**config.mk**
```make
export PLATFORM = sky130hd
export DESIGN_NAME = serial_rx_os
export DESIGN_NICKNAME = d
export VERILOG_FILES = /design/src/rtl/rx_os_pkg.sv /design/src/rtl/rx_line_sync.sv /design/src/rtl/rx_bit_timer.sv /design/src/rtl/rx_frame_fsm.sv /design/src/rtl/rx_holding.sv /design/src/rtl/serial_rx_os.sv
export SDC_FILE = /design/constraint.sdc
export NUM_CORES = 1
export LEC_CHECK = 0
export BUFFER_PORTS_ARGS = -buffer_cell sky130_fd_sc_hd__buf_2
export CORE_ASPECT_RATIO = 1.1
export CORE_UTILIZATION = 53
export CTS_CLUSTER_DIAMETER = 100
export CTS_CLUSTER_SIZE = 28
export DETAILED_ROUTE_END_ITERATION = 10
export PLACE_DENSITY_LB_ADDON = 0.15
export SLEW_MARGIN = 20
export SYNTH_ARGS = -nofsm -noshare
export SYNTH_HDL_FRONTEND = slang
export SYNTH_SLANG_ARGS = --single-unit
export TNS_END_PERCENT = 10
```
**constraint.sdc**
```tcl
create_clock -name clk -period 2.95 [get_ports clk]
set_clock_uncertainty 0.05 [all_clocks]
set_input_delay 0.59 -clock clk [delete_from_list [all_inputs] [get_ports clk]]
set_output_delay 0.59 -clock clk [all_outputs]
set_load 0.01 [all_outputs]
```
**src/rtl/rx_os_pkg.sv**
```systemverilog
// Package: shared types for the oversampling serial receiver.
// Assumes nothing beyond IEEE 1800-2017 enum support.
package rx_os_pkg;

    // Framing state of the receiver
    typedef enum logic [2:0] {
        ST_IDLE,
        ST_START,
        ST_DATA,
        ST_PAR,
        ST_STOP
    } rx_state_e;

    // Clock factor select codes
    localparam logic [1:0] FAC_X1  = 2'b00;
    localparam logic [1:0] FAC_X16 = 2'b01;

endpackage

```
**src/rtl/rx_line_sync.sv**
```systemverilog
// Module: rx_line_sync
// Carries the asynchronous serial line into the clock domain through a
// chain of STAGES flops. Resets to the idle (high) level.
// Assumes STAGES >= 2.
module rx_line_sync #(
    parameter int STAGES = 2
) (
    input  logic clk,
    input  logic rst_n,
    input  logic d_in,
    output logic d_out
);

    logic [STAGES-1:0] chain;

    // Shift the line through the synchronizer chain
    always_ff @(posedge clk) begin
        if (!rst_n) chain <= '1;
        else        chain <= {chain[STAGES-2:0], d_in};
    end

    assign d_out = chain[STAGES-1];

endmodule

```
**src/rtl/rx_bit_timer.sv**
```systemverilog
// Module: rx_bit_timer
// Down-counter that marks sampling points. A load sets the count, and the
// tick output is high in the cycle the count has reached zero.
// Assumes the controller reloads on every tick it acts upon.
module rx_bit_timer #(
    parameter int CNT_W = 6
) (
    input  logic             clk,
    input  logic             rst_n,
    input  logic             load,
    input  logic [CNT_W-1:0] load_val,
    output logic             tick
);

    logic [CNT_W-1:0] cnt;

    // Reload or count down toward zero
    always_ff @(posedge clk) begin
        if (!rst_n)          cnt <= '0;
        else if (load)       cnt <= load_val;
        else if (cnt != '0)  cnt <= cnt - 1'b1;
    end

    assign tick = (cnt == '0);

endmodule

```
**src/rtl/rx_frame_fsm.sv**
```systemverilog
// Module: rx_frame_fsm
// Frames one character: validates the start bit, shifts data LSB first,
// accumulates and checks parity, and samples the stop bit. It pulses
// done for one cycle with the aligned character and its error bits.
// Assumes the configuration inputs are stable during a character.
module rx_frame_fsm
    import rx_os_pkg::*;
#(
    parameter int MAX_BITS   = 8,
    parameter int MIN_BITS   = 5,
    parameter int MID_FACTOR = 16,
    parameter int HI_FACTOR  = 64,
    parameter int CNT_W      = 6,
    parameter int SEL_W      = 2
) (
    input  logic                clk,
    input  logic                rst_n,
    input  logic                line,
    input  logic [1:0]          cfg_factor,
    input  logic [SEL_W-1:0]    cfg_len,
    input  logic                cfg_par_en,
    input  logic                cfg_par_odd,
    input  logic                tick,
    output logic                load,
    output logic [CNT_W-1:0]    load_val,
    output logic                done,
    output logic [MAX_BITS-1:0] char_out,
    output logic                perr_out,
    output logic                ferr_out
);

    localparam int LEN_W = $clog2(MAX_BITS + 1);

    rx_state_e             state, state_n;
    logic [MAX_BITS-1:0]   shreg;
    logic [LEN_W-1:0]      bitcnt;
    logic                  par_acc;
    logic                  perr_q;
    logic [LEN_W-1:0]      nbits;
    logic [LEN_W-1:0]      shamt;
    logic [CNT_W-1:0]      full_val;
    logic [CNT_W-1:0]      half_val;
    logic                  is_x1;
    logic                  start_seen;

    assign nbits      = LEN_W'(MIN_BITS) + LEN_W'(cfg_len);
    assign shamt      = LEN_W'(MAX_BITS) - nbits;
    assign is_x1      = (cfg_factor == FAC_X1);
    assign start_seen = (state == ST_IDLE) && !line;

    // Decode reload values for a full and a half bit time
    always_comb begin
        case (cfg_factor)
            FAC_X1: begin
                full_val = '0;
                half_val = '0;
            end
            FAC_X16: begin
                full_val = CNT_W'(MID_FACTOR - 1);
                half_val = CNT_W'(MID_FACTOR / 2 - 1);
            end
            default: begin
                full_val = CNT_W'(HI_FACTOR - 1);
                half_val = CNT_W'(HI_FACTOR / 2 - 1);
            end
        endcase
    end

    // Next-state, timer reload and completion decode
    always_comb begin
        state_n  = state;
        load     = 1'b0;
        load_val = full_val;
        done     = 1'b0;
        case (state)
            ST_IDLE: begin
                if (!line) begin
                    load = 1'b1;
                    if (is_x1) begin
                        state_n = ST_DATA;
                    end else begin
                        state_n  = ST_START;
                        load_val = half_val;
                    end
                end
            end
            ST_START: begin
                if (tick) begin
                    if (!line) begin
                        state_n = ST_DATA;
                        load    = 1'b1;
                    end else begin
                        state_n = ST_IDLE;
                    end
                end
            end
            ST_DATA: begin
                if (tick) begin
                    load = 1'b1;
                    if (bitcnt == nbits - 1'b1)
                        state_n = cfg_par_en ? ST_PAR : ST_STOP;
                end
            end
            ST_PAR: begin
                if (tick) begin
                    load    = 1'b1;
                    state_n = ST_STOP;
                end
            end
            ST_STOP: begin
                if (tick) begin
                    done    = 1'b1;
                    state_n = ST_IDLE;
                end
            end
            default: state_n = ST_IDLE;
        endcase
    end

    // State register
    always_ff @(posedge clk) begin
        if (!rst_n) state <= ST_IDLE;
        else        state <= state_n;
    end

    // Data shift, bit count and parity accumulation
    always_ff @(posedge clk) begin
        if (!rst_n) begin
            shreg   <= '0;
            bitcnt  <= '0;
            par_acc <= 1'b0;
            perr_q  <= 1'b0;
        end else if (start_seen) begin
            shreg   <= '0;
            bitcnt  <= '0;
            par_acc <= 1'b0;
            perr_q  <= 1'b0;
        end else if (tick && state == ST_DATA) begin
            shreg   <= {line, shreg[MAX_BITS-1:1]};
            bitcnt  <= bitcnt + 1'b1;
            par_acc <= par_acc ^ line;
        end else if (tick && state == ST_PAR) begin
            perr_q  <= line ^ par_acc ^ cfg_par_odd;
        end
    end

    assign char_out = shreg >> shamt;
    assign perr_out = perr_q & cfg_par_en;
    assign ferr_out = !line;

endmodule

```
**src/rtl/rx_holding.sv**
```systemverilog
// Module: rx_holding
// Receive buffer with ready flag and sticky error flags. A completed
// character always overwrites the buffer; a read clears ready.
// Assumes done is a single-cycle pulse.
module rx_holding #(
    parameter int MAX_BITS = 8
) (
    input  logic                clk,
    input  logic                rst_n,
    input  logic                done,
    input  logic [MAX_BITS-1:0] char_in,
    input  logic                perr_in,
    input  logic                ferr_in,
    input  logic                rd_stb,
    input  logic                err_clr,
    output logic [MAX_BITS-1:0] data_q,
    output logic                rdy_q,
    output logic                perr_q,
    output logic                ferr_q,
    output logic                ovr_q
);

    // Buffer and ready flag
    always_ff @(posedge clk) begin
        if (!rst_n) begin
            data_q <= '0;
            rdy_q  <= 1'b0;
        end else if (done) begin
            data_q <= char_in;
            rdy_q  <= 1'b1;
        end else if (rd_stb) begin
            rdy_q  <= 1'b0;
        end
    end

    // Sticky error flags, a new error wins over a clear
    always_ff @(posedge clk) begin
        if (!rst_n) begin
            perr_q <= 1'b0;
            ferr_q <= 1'b0;
            ovr_q  <= 1'b0;
        end else begin
            if (done && perr_in)              perr_q <= 1'b1;
            else if (err_clr)                 perr_q <= 1'b0;
            if (done && ferr_in)              ferr_q <= 1'b1;
            else if (err_clr)                 ferr_q <= 1'b0;
            if (done && rdy_q && !rd_stb)     ovr_q  <= 1'b1;
            else if (err_clr)                 ovr_q  <= 1'b0;
        end
    end

endmodule

```
**src/rtl/serial_rx_os.sv**
```systemverilog
// Module: serial_rx_os
// Top of the oversampling asynchronous receiver: synchronizer, bit timer,
// framing controller and receive buffer.
// Assumes clk is the receive clock at 1, 16 or 64 times the bit rate.
module serial_rx_os #(
    parameter int MAX_BITS    = 8,
    parameter int MIN_BITS    = 5,
    parameter int MID_FACTOR  = 16,
    parameter int HI_FACTOR   = 64,
    parameter int SYNC_STAGES = 2
) (
    input  logic                clk,
    input  logic                rst_n,
    input  logic                rx_line,
    input  logic [1:0]          cfg_factor,
    input  logic [1:0]          cfg_len,
    input  logic                cfg_par_en,
    input  logic                cfg_par_odd,
    input  logic                rd_stb,
    input  logic                err_clr,
    output logic [MAX_BITS-1:0] rx_data,
    output logic                rx_ready,
    output logic                parity_err,
    output logic                frame_err,
    output logic                overrun_err
);

    localparam int CNT_W = $clog2(HI_FACTOR);

    logic                line_s;
    logic                tmr_load;
    logic [CNT_W-1:0]    tmr_val;
    logic                tmr_tick;
    logic                frm_done;
    logic [MAX_BITS-1:0] frm_char;
    logic                frm_perr;
    logic                frm_ferr;

    rx_line_sync #(.STAGES(SYNC_STAGES)) u_sync (
        .clk   (clk),
        .rst_n (rst_n),
        .d_in  (rx_line),
        .d_out (line_s)
    );

    rx_bit_timer #(.CNT_W(CNT_W)) u_timer (
        .clk      (clk),
        .rst_n    (rst_n),
        .load     (tmr_load),
        .load_val (tmr_val),
        .tick     (tmr_tick)
    );

    rx_frame_fsm #(
        .MAX_BITS   (MAX_BITS),
        .MIN_BITS   (MIN_BITS),
        .MID_FACTOR (MID_FACTOR),
        .HI_FACTOR  (HI_FACTOR),
        .CNT_W      (CNT_W),
        .SEL_W      (2)
    ) u_fsm (
        .clk         (clk),
        .rst_n       (rst_n),
        .line        (line_s),
        .cfg_factor  (cfg_factor),
        .cfg_len     (cfg_len),
        .cfg_par_en  (cfg_par_en),
        .cfg_par_odd (cfg_par_odd),
        .tick        (tmr_tick),
        .load        (tmr_load),
        .load_val    (tmr_val),
        .done        (frm_done),
        .char_out    (frm_char),
        .perr_out    (frm_perr),
        .ferr_out    (frm_ferr)
    );

    rx_holding #(.MAX_BITS(MAX_BITS)) u_hold (
        .clk     (clk),
        .rst_n   (rst_n),
        .done    (frm_done),
        .char_in (frm_char),
        .perr_in (frm_perr),
        .ferr_in (frm_ferr),
        .rd_stb  (rd_stb),
        .err_clr (err_clr),
        .data_q  (rx_data),
        .rdy_q   (rx_ready),
        .perr_q  (parity_err),
        .ferr_q  (frame_err),
        .ovr_q   (overrun_err)
    );

endmodule

```
Word level (Yosys, flattened, before mapping)

Index checks and enable logic that the tools add are counted.

Add/sub/neg operators: 5
Eq/ne operators: 12
Shifts and indexed selects: 1
Mux-type cells: 28
Bitwise operators: 5
Reductions and logical operators: 22

Operators by type and width:

| kind                                                  | count |
|---|---|
| 2-to-1 mux 6 bit                                      | 5 |
| 2-to-1 mux 3 bit                                      | 7 |
| case mux 3 bit (5 select lines)                       | 1 |
| case mux 6 bit (2 select lines)                       | 1 |
| 2-to-1 mux 1 bit                                      | 10 |
| inequality test 2 x 1 -> 1 bit, second input constant | 5 |
| nonzero test 2 bit                                    | 5 |
| right shift 8 x 4 -> 8 bit                            | 1 |
| logical AND 1 bit                                     | 7 |
| equality test 3 x 2 -> 1 bit, second input constant   | 2 |
| logical NOT 6 bit                                     | 1 |
| AND reduction 6 bit                                   | 1 |
| nonzero test 6 bit                                    | 1 |
| subtractor 6 x 1 -> 6 bit, second input constant      | 1 |
| 2-to-1 mux 5 bit                                      | 1 |
| adder 3 x 2 -> 4 bit, first input constant            | 1 |
| adder 4 x 1 -> 4 bit, second input constant           | 1 |
| equality test 4 bit                                   | 1 |
| 2-to-1 mux 2 bit                                      | 2 |
| OR reduction 2 bit                                    | 2 |
| subtractor 4 x 1 -> 4 bit, second input constant      | 1 |
| subtractor 4 bit, first input constant                | 1 |
| equality test 3 x 1 -> 1 bit, second input constant   | 1 |
| equality test 3 bit, second input constant            | 1 |
| 10 further kinds                                      | 13 |

Register bits after elaboration: 37
Output and inout bits: 12
Word-level logic and storage cells: 85

Longest topological paths before layout

Gate-level depths: netlist of the first run.

Depth in word-level cells: 6
Mapped depth: 8
Depth with buffers taken out: 7

Modules after synthesis

A second synthesis of the first run with hierarchy kept.

Cell total of the unflattened synthesis: 234
Area total of the unflattened synthesis: 2034.5 um^2

By module, submodules not included:

| module       | instances | cells an instance | area an instance (um^2) | sequential area each (um^2) |
|---|---|---|---|---|
| rx_frame_fsm | 1         | 147               | 1173.6                  | 340.3 |
| rx_holding   | 1         | 40                | 451.7                   | 240.2 |
| rx_bit_timer | 1         | 43                | 356.6                   | 120.1 |
| rx_line_sync | 1         | 4                 | 52.6                    | 40.0 |

Worst setup path after synthesis of the first run

Ideal clock, no wire load.

Path kind: input-to-reg
Start: input cfg_len[0]
End: register u_fsm.state[2]
Setup time: 0.070 ns
Arrival time: 2.204 ns
Data required time: 2.830 ns
Path slack: 0.626 ns
Stages: 6
Buffers on the path: 0
Cells stage by stage: ha_1 -> xnor2_1 -> xor2_1 -> o31a_1 -> or4_1 -> a21oi_1

Longest elaborated chain between the ends: 5

Ends and longest elaborated chain:

| item                                            | RTL line            | text |
|---|---|---|
| start, declared                                 | serial_rx_os.sv:16  | `input logic [1:0] cfg_len,` |
| adder 3 x 2 -> 4 bit                            | rx_frame_fsm.sv:46  | `assign nbits = LEN_W'(MIN_BITS) + LEN_W'(cfg_len);` |
| subtractor 4 x 1 -> 4 bit                       | rx_frame_fsm.sv:100 | `if (bitcnt == nbits - 1'b1)` |
| equality test 4 bit                             | rx_frame_fsm.sv:100 |  |
| inequality test 2 x 1 -> 1 bit (no source line) | -                   |  |
| AND reduction 6 bit (no source line)            | -                   |  |
| end signal, assigned                            | rx_frame_fsm.sv:123 | `else state <= state_n;` |
| end, declared                                   | rx_frame_fsm.sv:34  | `rx_state_e state, state_n;` |

No other way between the ends.
A chain may end at the register's enable or synchronous reset.

Worst setup path in the final report of the first run

Start: register u_timer.cnt[0]
End: register u_fsm.bitcnt[3]

Longest elaborated chain between the ends: 2

Ends and longest elaborated chain:

| item                   | RTL line            | text |
|---|---|---|
| start, declared        | rx_bit_timer.sv:15  | `logic [CNT_W-1:0] cnt;` |
| start signal, assigned | rx_bit_timer.sv:20  | `else if (load) cnt <= load_val;` |
| start signal, assigned | rx_bit_timer.sv:21  | `else if (cnt != '0) cnt <= cnt - 1'b1;` |
| logical NOT 6 bit      | rx_bit_timer.sv:24  | `assign tick = (cnt == '0);` |
| logical AND 1 bit      | rx_frame_fsm.sv:138 | `end else if (tick && state == ST_DATA) begin` |
| end signal, assigned   | rx_frame_fsm.sv:140 | `bitcnt <= bitcnt + 1'b1;` |
| end, declared          | rx_frame_fsm.sv:36  | `logic [LEN_W-1:0] bitcnt;` |

No other way between the ends.

==> results of run 1 <==
## through the flow
stage	total power [mW]	hold slack, ps	util (%)	std cells
6_report	1.21	375	61.9	282
3_3_place_gp	0.932	349	60.3	275
2_1_floorplan	0.899	336	-	216
4_1_cts	1.22	367	61.9	282
5_1_grt	1.29	366	61.9	282
3_5_place_dp	0.950	357	60.3	275
## registers in the layout (all words and copies together) (netlist names)
name           count
u_timer.cnt        6
u_fsm.par_acc      1
u_hold.ferr_q      1
u_fsm.state        3
u_fsm.bitcnt       4
u_sync.chain       2
u_hold.ovr_q       1
u_fsm.perr_q       1
u_fsm.shreg        8
u_hold.data_q      8
u_hold.rdy_q       1
u_hold.perr_q      1
## worst register-to-register path: cells and delay by family (launching register included)
family	cells	cell delay (ps)
AOI/OAI and AO/OA	1	140
adders and majority gates	1	160
buffers and inverters	1	110
DFF	1	340
and+or+nand+nor	4	1360
## path summary, 6_finish.rpt
kind | start | to | slack [ps] | cells after the start
max | u_timer.cnt[0]$_SDFFE_PN0P_ | u_fsm.bitcnt[3]$_SDFFE_PP0N_ | 710 | 7
max reg2reg | u_timer.cnt[0]$_SDFFE_PN0P_ | u_fsm.bitcnt[3]$_SDFFE_PP0N_ | 710 | 7
min reg2reg | u_sync.chain[0]$_SDFF_PN1_ | u_sync.chain[1]$_SDFF_PN1_ | 390 | 1
min | rx_line | u_sync.chain[0]$_SDFF_PN1_ | 370 | 2
## power by group
group	internal, mW	switching, mW
clock	0.113	0.159
sequential	0.533	0.0289
combinational	0.159	0.219
total	0.804	0.407
## cells in the mapped netlist, drive strengths merged, types with 2 or more instances
cell	number
inv	7
a21oi	17
nor2b	2
o21ai	3
nand2	24
o21a	4
clkbuf	6
dfxtp	37
xor2	5
nand3	14
mux4	5
o211ai	3
mux2i	11
and2	3
nor3	4
and3	2
buf	7
or3	2
a22o	2
nor2	24
ha	6
o31ai	2
xnor2	8
nand2b	5
## final cells by class
| type | count | area, um^2 | area share [%] |
|---|---|---|---|
| clock buffer | 7 | 55.1 | 2.63 |
| sequential | 37 | 741 | 35.3 |
| tap | 48 | 60.1 | 2.86 |
| multi-input combinational | 159 | 1090 | 52.0 |
| timing repair buffer | 24 | 125 | 5.97 |
| inverter | 7 | 26.3 | 1.25 |
## per-layer routing
metal	vias up	part of all wire, %	track usage (%)
li1	785	-	-
met3	15	3.3	4.13
met4	0	3.8	12.8
met1	718	41	24.8
met2	41	52	40.0
met5	-	0	0
## cells by family after synthesis
family / after synthesis / share of synthesized area, %
adder cells (fa/ha/maj): 6 / 3.91
AND/OR/NAND/NOR: 85 / 21.2
AO/OA/AOI/OAI: 38 / 13.1
multiplexers: 17 / 12.2
buffers and inverters: 20 / 4.69
flip-flops: 37 / 38.6
XOR/XNOR: 13 / 6.32
==> results.json, run 1 <==
{
  "grtUsageTotal_pct": 22.6,
  "worst_slack_ps": 714,
  "cts_buffer_depth": 2,
  "crit_path_end_kind": "flop",
  "crit_chain": "inv_1 -> ha_1 -> or2b_1 -> nor2_8 -> nand2_1 -> or3_1 -> a21oi_1",
  "synth_edf_count": 0,
  "gr-total-overflow": 0,
  "synth.area.top_cells": "dfxtp_1, mux4_2, mux2i_1",
  "cp_slowest_cell": "or3_1",
  "ys_ff_latch": 37,
  "gp_congestion": 0.889,
  "hp-class": "in -> reg",
  "syn-num-nets": 233,
  "drt_iter0_drc": 56,
  "crit_buf_inv": 1,
  "cp_max_fo": 12,
  "slew_viol_final": 0,
  "wl_mm": 3.91,
  "cts-resized-gates": 0,
  "final_common_cell": "dfxtp_1",
  "slew_headroom_pct": 62.6,
  "dp_slack_ps": 519,
  "ios": 23,
  "rows": 22,
  "drc": 0,
  "synthToLayoutAreaGrowth_pct": 9.19,
  "cpPeakStageDelay_ps": 470,
  "crit_type": "reg -> reg",
  "grt_pass1_wl_mm": 6.49,
  "drive_gt1_share_pct": 16.7,
  "final_cell_mix": "dfxtp_1, nand2_1, nor2_1, buf_2, a21oi_1",
  "io_buffer_count": 22,
  "worst_pin_slew_ps": 556,
  "dieArea_um2": 3870,
  "max_freq_mhz": 447,
  "grt_max_degree": 15,
  "syn_inst": 216,
  "setup_viol": 0,
  "rsz0062_at_grt": "false",
  "wire_per_inst_um": 13.9,
  "fin_area_um2": 2100,
  "power.leakage_nw": 0.905,
  "setup.worst_path.start_class": "flop",
  "insertion_delay_ps": 340,
  "post-route-period-util_pct": 75.8,
  "via_count": 1559,
  "hold_buffers": 0,
  "h-tree-depth": 2,
  "critPathTopFamily": "simple AND/OR/NAND/NOR gates",
  "syn_area_per_cell_um2": 8.89,
  "ant_nets": 0,
  "crit_arrival_ps": 2450,
  "cts_setup_buffers": 0,
  "final_hold_viol_count": 0,
  "synth_top_cell_area_share_pct": 38.6,
  "post_dp_cell_area_um2": 2040,
  "die_h_um": 65.1,
  "num_antenna_cells": 0,
  "ys_types": 41,
  "core_area_um2": 3390,
  "ys_seq_area_share_pct": 38.6,
  "required_ps": 3170,
  "viasPerCell": 5.53,
  "fillers": 318,
  "antenna_found_initial": 0,
  "clk_pin_slew_ps": 110,
  "cts.sinks": 37,
  "yosysTopAreaCell": "dfxtp_1",
  "hpwl_mm": 2.93,
  "tns_ps": 0,
  "min_period_ps": 2240,
  "tritoncts": "built",
  "outcome": "finished, final reports clean",
  "peakVddDrop_uv": 313,
  "fp.dieW_um": 59.4,
  "synth_top_flop_cell": "dfxtp_1",
  "max-cap-violations": 0,
  "synth_area_um2": 1920,
  "grt_pass1_vias": 1480,
  "yosysWarningCount": 0,
  "async_flop_share_pct": 0,
  "cts_buffers": 5,
  "start_util_pct": 56.7,
  "dr.pass1.iters": 4,
  "clockRootBuffer": "clkbuf_4",
  "nets": 251,
  "power-per-cell-area_nw_per_um2": 578
}
Note: power is estimated with default switching activity, not from simulation.
==> run 2, diff against run 1 <==
==> constraint.sdc (replaced) <==
create_clock -name clk -period 2.1 [get_ports clk]
set_clock_uncertainty 0.05 [all_clocks]
set_input_delay 0.42 -clock clk [delete_from_list [all_inputs] [get_ports clk]]
set_output_delay 0.42 -clock clk [all_outputs]
set_load 0.01 [all_outputs]
==> run 2 against run 1 <==
  * Core utilization increased by 0.85 points
  * Sequential share of layout area fell by 0.48 points
  * Sequential power rose by 41%
  * Critical path depth shrank 1
  * Final cell count grew 0.71%
  * Maximum frequency rose by 15%
  * Routed wire length grew 5.6%
  * Final area is 1.4% higher
  * Global-route usage up 1.5 points
  * Register-to-register slack got worse by 560 ps
  * Via count grew 0.96%
  * Flip-flop and latch count is the same
==> results.json, run 2 (synthesized netlist as in run 1, its figures left out) <==
{
  "drive_gt1_share_pct": 18.6,
  "layoutNonFillerInstCount": 284,
  "dieArea_um2": 3870,
  "rsz0062_at_grt": "false",
  "dp.cells": 277,
  "r2r_start": "u_timer.cnt[0]$_SDFFE_PN0P_",
  "grt_pass1_vias": 1548,
  "min_period_ps": 1950,
  "cp_slowest_cell": "or2_0",
  "hpwl_mm": 3.08,
  "cts_buffers": 5,
  "crit_chain": "inv_1 -> ha_1 -> or2b_1 -> or2_0 -> o41ai_1 -> o211a_1",
  "final_cell_mix": "dfxtp_1, nand2_1, nor2_1, buf_2, a21oi_1",
  "power-per-cell-area_nw_per_um2": 805,
  "cts_buffer_depth": 2,
  "setup.worst_path.start_class": "flop",
  "tritoncts": "built",
  "rows": 22,
  "gr-total-overflow": 0,
  "cpPeakStageDelay_ps": 360,
  "insertion_delay_ps": 340,
  "drt_iter0_drc": 67,
  "ant_nets": 0,
  "setup_viol": 0,
  "grt_pass1_wl_mm": 6.93,
  "clockRootBuffer": "clkbuf_4",
  "p_int_mw": 1.13,
  "ff2ff_path_depth": 6,
  "fillers": 317,
  "num_antenna_cells": 0,
  "total_power_mw": 1.71,
  "switchingPower_mw": 0.577,
  "die_h_um": 65.1,
  "core_area_um2": 3390,
  "grtUsageTotal_pct": 24.1,
  "outcome": "finished, final reports clean",
  "cts.sinks": 37,
  "gp_congestion": 0.862,
  "utilization_pct": 62.8,
  "reg2reg_to": "u_timer.cnt[3]$_SDFFE_PN0P_",
  "setup.worst_path.end": "u_timer.cnt[3]$_SDFFE_PN0P_",
  "p_sw_share_pct": 33.8,
  "worst_pin_slew_ps": 570,
  "max_freq_mhz": 513,
  "clk_pin_slew_ps": 100,
  "pwr-share-comb_pct": 31.6,
  "power.leakage_nw": 0.918,
  "crit_type": "reg -> reg",
  "h-tree-depth": 2,
  "io_buffer_count": 22,
  "cts-resized-gates": 0,
  "multi_input_area_um2": 1100,
  "tns_ps": 0,
  "cp_max_fo": 6,
  "cts_setup_buffers": 0,
  "ios": 23,
  "grt_max_degree": 15,
  "peakVddDrop_uv": 372,
  "crit_path_end_kind": "flop",
  "hp-class": "in -> reg",
  "drc": 0,
  "max-cap-violations": 0,
  "antenna_found_initial": 0,
  "crit_arrival_ps": 2200,
  "synthToLayoutAreaGrowth_pct": 10.7,
  "final_common_cell": "dfxtp_1",
  "final_hold_viol_count": 0,
  "viasPerCell": 5.54,
  "power_frac_clock_pct": 22.3,
  "slew_viol_final": 0,
  "largest_registers": "u_fsm.shreg x8, u_hold.data_q x8, u_timer.cnt x6",
  "hold_buffers": 0,
  "wire_per_inst_um": 14.5,
  "register_area_um2": 741,
  "crit_start": "u_timer.cnt[0]$_SDFFE_PN0P_",
  "slew_headroom_pct": 61.6,
  "dr.pass1.iters": 4,
  "via_count": 1574,
  "nets": 253,
  "post-route-period-util_pct": 92.7,
  "start_util_pct": 56.7,
  "required_ps": 2350,
  "pwr-share-seq_pct": 46.1,
  "wl_mm": 4.13,
  "r2r_setup_slack_ps": 150,
  "fp.dieW_um": 59.4
}
run 2: worst min-delay path by stage:
stage | startpoint | endpoint | slack [ps] | cells after the start
after CTS | rx_line | u_sync.chain[0]$_SDFF_PN1_ | 200 | 2
after detailed placement | u_sync.chain[0]$_SDFF_PN1_ | u_sync.chain[1]$_SDFF_PN1_ | 340 | 1
after global routing | rx_line | u_sync.chain[0]$_SDFF_PN1_ | 200 | 2
after global placement | u_sync.chain[0]$_SDFF_PN1_ | u_sync.chain[1]$_SDFF_PN1_ | 340 | 1
final | rx_line | u_sync.chain[0]$_SDFF_PN1_ | 200 | 2
after floorplan | u_sync.chain[0]$_SDFF_PN1_ | u_sync.chain[1]$_SDFF_PN1_ | 340 | 1
run 2: critical path, delay by kind of cell, from the launching register on:
kind | cells | cell delay (ps)
AO/OA/AOI/OAI | 2 | 530
adder cells (fa/ha/maj) | 1 | 170
flip-flops | 1 | 340
buffers and inverters | 1 | 110
AND/OR/NAND/NOR | 2 | 710
run 2: per-layer routing:
| metal | vias up | track usage [%] | wire length, um |
|---|---|---|---|
| li1 | 784 | - | - |
| met1 | 762 | 27.3 | 1700 |
| met2 | 22 | 42.8 | 2260 |
| met3 | 6 | 5.51 | 104 |
| met4 | 0 | 9.82 | 65 |
| met5 | - | 0 | 0 |
run 2: through the flow:
stage / area [um^2] / setup WS, ps / hold WS, ps
after detailed placement: 2060 / -78.7 / 342
final: 2130 / 152 / 203
after CTS: 2120 / 71.5 / 200
after floorplan: 1930 / 17.9 / 336
after global placement: 2060 / -64.5 / 339
after global routing: 2130 / 36.5 / 202
run 2: layout make-up:
| cell class | count | share of cell area, % |
|---|---|---|
| Multi-Input combinational cell | 159 | 51.9 |
| Inverter | 7 | 1.24 |
| Sequential cell | 37 | 34.8 |
| Clock buffer | 7 | 2.59 |
| Tap cell | 48 | 2.83 |
| Timing Repair Buffer | 26 | 6.59 |
run 2: power groups by stage:
stage                     combinational, mW  sequential (mW)  clock (mW)
after floorplan                       0.474            0.792           0
after global placement                0.517            0.804           0
after detailed placement              0.533            0.806           0
after CTS                             0.538            0.789       0.394
after global routing                  0.602            0.794       0.419
final                                 0.540            0.789       0.381
==> run 3, diff against run 2 <==
--- a/config.mk
+++ b/config.mk
@@ -12,6 +12,7 @@
 export CTS_CLUSTER_SIZE = 28
 export DETAILED_ROUTE_END_ITERATION = 10
 export PLACE_DENSITY_LB_ADDON = 0.15
+export REMOVE_ABC_BUFFERS = 1
 export SLEW_MARGIN = 20
 export SYNTH_ARGS = -nofsm -noshare
 export SYNTH_HDL_FRONTEND = slang
==> run 3 against run 2 <==
  * Non-clock buffer count increased by 1
  * Largest cell class unchanged
  * Register-to-register slack worse by 30 ps
  * Sequential share of layout area down 0.68 points
  * Via count increased by 0.44%
  * Highest routed layer unchanged
  * Maximum frequency down 1.4%
  * Total power up 13%
==> results.json, run 3 (synthesized netlist as in run 1, its figures left out) <==
{
  "cts_buffer_depth": 2,
  "switchingPower_mw": 0.589,
  "viasPerCell": 5.53,
  "utilization_pct": 64.0,
  "rsz0062_at_grt": "false",
  "nets": 254,
  "cp_max_fo": 10,
  "post-route-period-util_pct": 94.1,
  "critPathTopFamily": "simple AND/OR/NAND/NOR gates",
  "die_h_um": 65.1,
  "grtUsageTotal_pct": 22.3,
  "worst_pin_slew_ps": 576,
  "setup_viol": 0,
  "required_ps": 2330,
  "final_hold_viol_count": 0,
  "cp_num_cells": 7,
  "crit_chain": "inv_1 -> ha_1 -> or2b_1 -> nor2_8 -> nand2_1 -> or3_1 -> a21oi_1",
  "cts_buffers": 5,
  "outcome": "finished, final reports clean",
  "tritoncts": "built",
  "synthToLayoutAreaGrowth_pct": 12.9,
  "min_period_ps": 1980,
  "grt_pass1_vias": 1477,
  "io_buffer_count": 22,
  "ff2ff_path_depth": 7,
  "largest_registers": "u_fsm.shreg x8, u_hold.data_q x8, u_timer.cnt x6",
  "crit_arrival_ps": 2210,
  "wire_per_inst_um": 13.1,
  "crit_type": "reg -> reg",
  "slew_headroom_pct": 61.2,
  "grt_max_degree": 15,
  "fp.dieW_um": 59.4,
  "crit_buf_inv": 1,
  "peakVddDrop_uv": 529,
  "cpPeakStageDelay_ps": 380,
  "dieArea_um2": 3870,
  "core_area_um2": 3390,
  "reg2reg_to": "u_fsm.bitcnt[3]$_SDFFE_PP0N_",
  "setup.worst_path.start_class": "flop",
  "drive_gt1_share_pct": 18.9,
  "insertion_delay_ps": 350,
  "pwr-share-seq_pct": 40.8,
  "r2r_setup_slack_ps": 120,
  "final_common_cell": "dfxtp_1",
  "gr-total-overflow": 0,
  "cp_slowest_cell": "or3_1",
  "ant_nets": 0,
  "power_frac_clock_pct": 31.6,
  "clk_pin_slew_ps": 110,
  "antenna_found_initial": 0,
  "gp_congestion": 0.811,
  "grt_pass1_wl_mm": 6.41,
  "start_util_pct": 56.7,
  "power.leakage_nw": 0.943,
  "num_antenna_cells": 0,
  "cts.sinks": 37,
  "drt_iter0_drc": 58,
  "clockRootBuffer": "clkbuf_4",
  "crit_path_end_kind": "flop",
  "hpwl_mm": 2.76,
  "h-tree-depth": 2,
  "r2r_start": "u_timer.cnt[0]$_SDFFE_PN0P_",
  "pwr-share-comb_pct": 27.6,
  "slew_viol_final": 0,
  "final_cell_mix": "dfxtp_1, nand2_1, nor2_1, buf_2, a21oi_1",
  "setup.worst_path.end": "u_fsm.bitcnt[3]$_SDFFE_PP0N_",
  "via_count": 1581,
  "rows": 22,
  "cts_setup_buffers": 0,
  "hp-class": "in -> reg",
  "drc": 0,
  "max-cap-violations": 0,
  "whs_ps": 196,
  "wl_mm": 3.74,
  "p_sw_share_pct": 30.5,
  "dr.pass1.iters": 4,
  "p_int_mw": 1.34,
  "max_freq_mhz": 506,
  "crit_start": "u_timer.cnt[0]$_SDFFE_PN0P_",
  "power-per-cell-area_nw_per_um2": 890,
  "ios": 23
}
## run 3: cell count changes in the layout (fill, tap and decap cells not counted)
cell       before  now
clkinv_2        0    1
clkbuf_1        1    0
nand3_2         1    0
xnor2_1         6    7
xnor2_2         2    1
nand3_1        13   14
bufinv_16       0    2
buf_4           4    5
clkbuf_8        1    0
## run 3: power groups by stage
| stage | registers, mW | logic [mW] | clock network [mW] |
|---|---|---|---|
| 4_1_cts | 0.788 | 0.530 | 0.624 |
| 6_report | 0.788 | 0.533 | 0.610 |
| 5_1_grt | 0.796 | 0.587 | 0.657 |
| 2_1_floorplan | 0.795 | 0.423 | 0 |
| 3_3_place_gp | 0.802 | 0.507 | 0 |
| 3_5_place_dp | 0.805 | 0.523 | 0 |
## run 3: layout make-up
cell class,count,area [um^2]
Clock buffer,5,37.5
Clock inverter,3,65.1
Fill cell,289,1220
Inverter,7,26.3
Multi-Input combinational cell,159,1090
Sequential cell,37,741
Tap cell,48,60.1
Timing Repair Buffer,27,148
## run 3: repair_timing
item	in CTS	in global routing
hold buffers	0	0
setup endpoints to repair	0	3
gates resized for setup	0	1
## run 3: worst min path at each step
stage / start / end / cells after the start
2_1_floorplan: u_sync.chain[0]$_SDFF_PN1_ / u_sync.chain[1]$_SDFF_PN1_ / 1
3_3_place_gp: u_sync.chain[0]$_SDFF_PN1_ / u_sync.chain[1]$_SDFF_PN1_ / 1
3_5_place_dp: u_sync.chain[0]$_SDFF_PN1_ / u_sync.chain[1]$_SDFF_PN1_ / 1
4_1_cts: rx_line / u_sync.chain[0]$_SDFF_PN1_ / 2
5_1_grt: rx_line / u_sync.chain[0]$_SDFF_PN1_ / 2
6_report: rx_line / u_sync.chain[0]$_SDFF_PN1_ / 2
## run 3: metal layers
layer | track usage (%) | part of all wire [%] | up-vias
met2 | 34.7 | 46 | 53
met5 | 0 | 0 | -
li1 | - | - | 791
met3 | 6.50 | 6.2 | 8
met1 | 27.9 | 46 | 729
met4 | 10.7 | 1.9 | 0
## run 3: through the flow
stage,cell area (um^2),TNS [ps],power (mW),instances,worst slack [ps]
6_report,2170,0,1.93,286,124
5_1_grt,2170,0,2.04,286,1.98
4_1_cts,2170,0,1.94,286,137
3_5_place_dp,2060,-74.2,1.33,278,-74.2
3_3_place_gp,2060,-37.8,1.31,278,-37.8
2_1_floorplan,1860,-54.6,1.22,203,-54.6
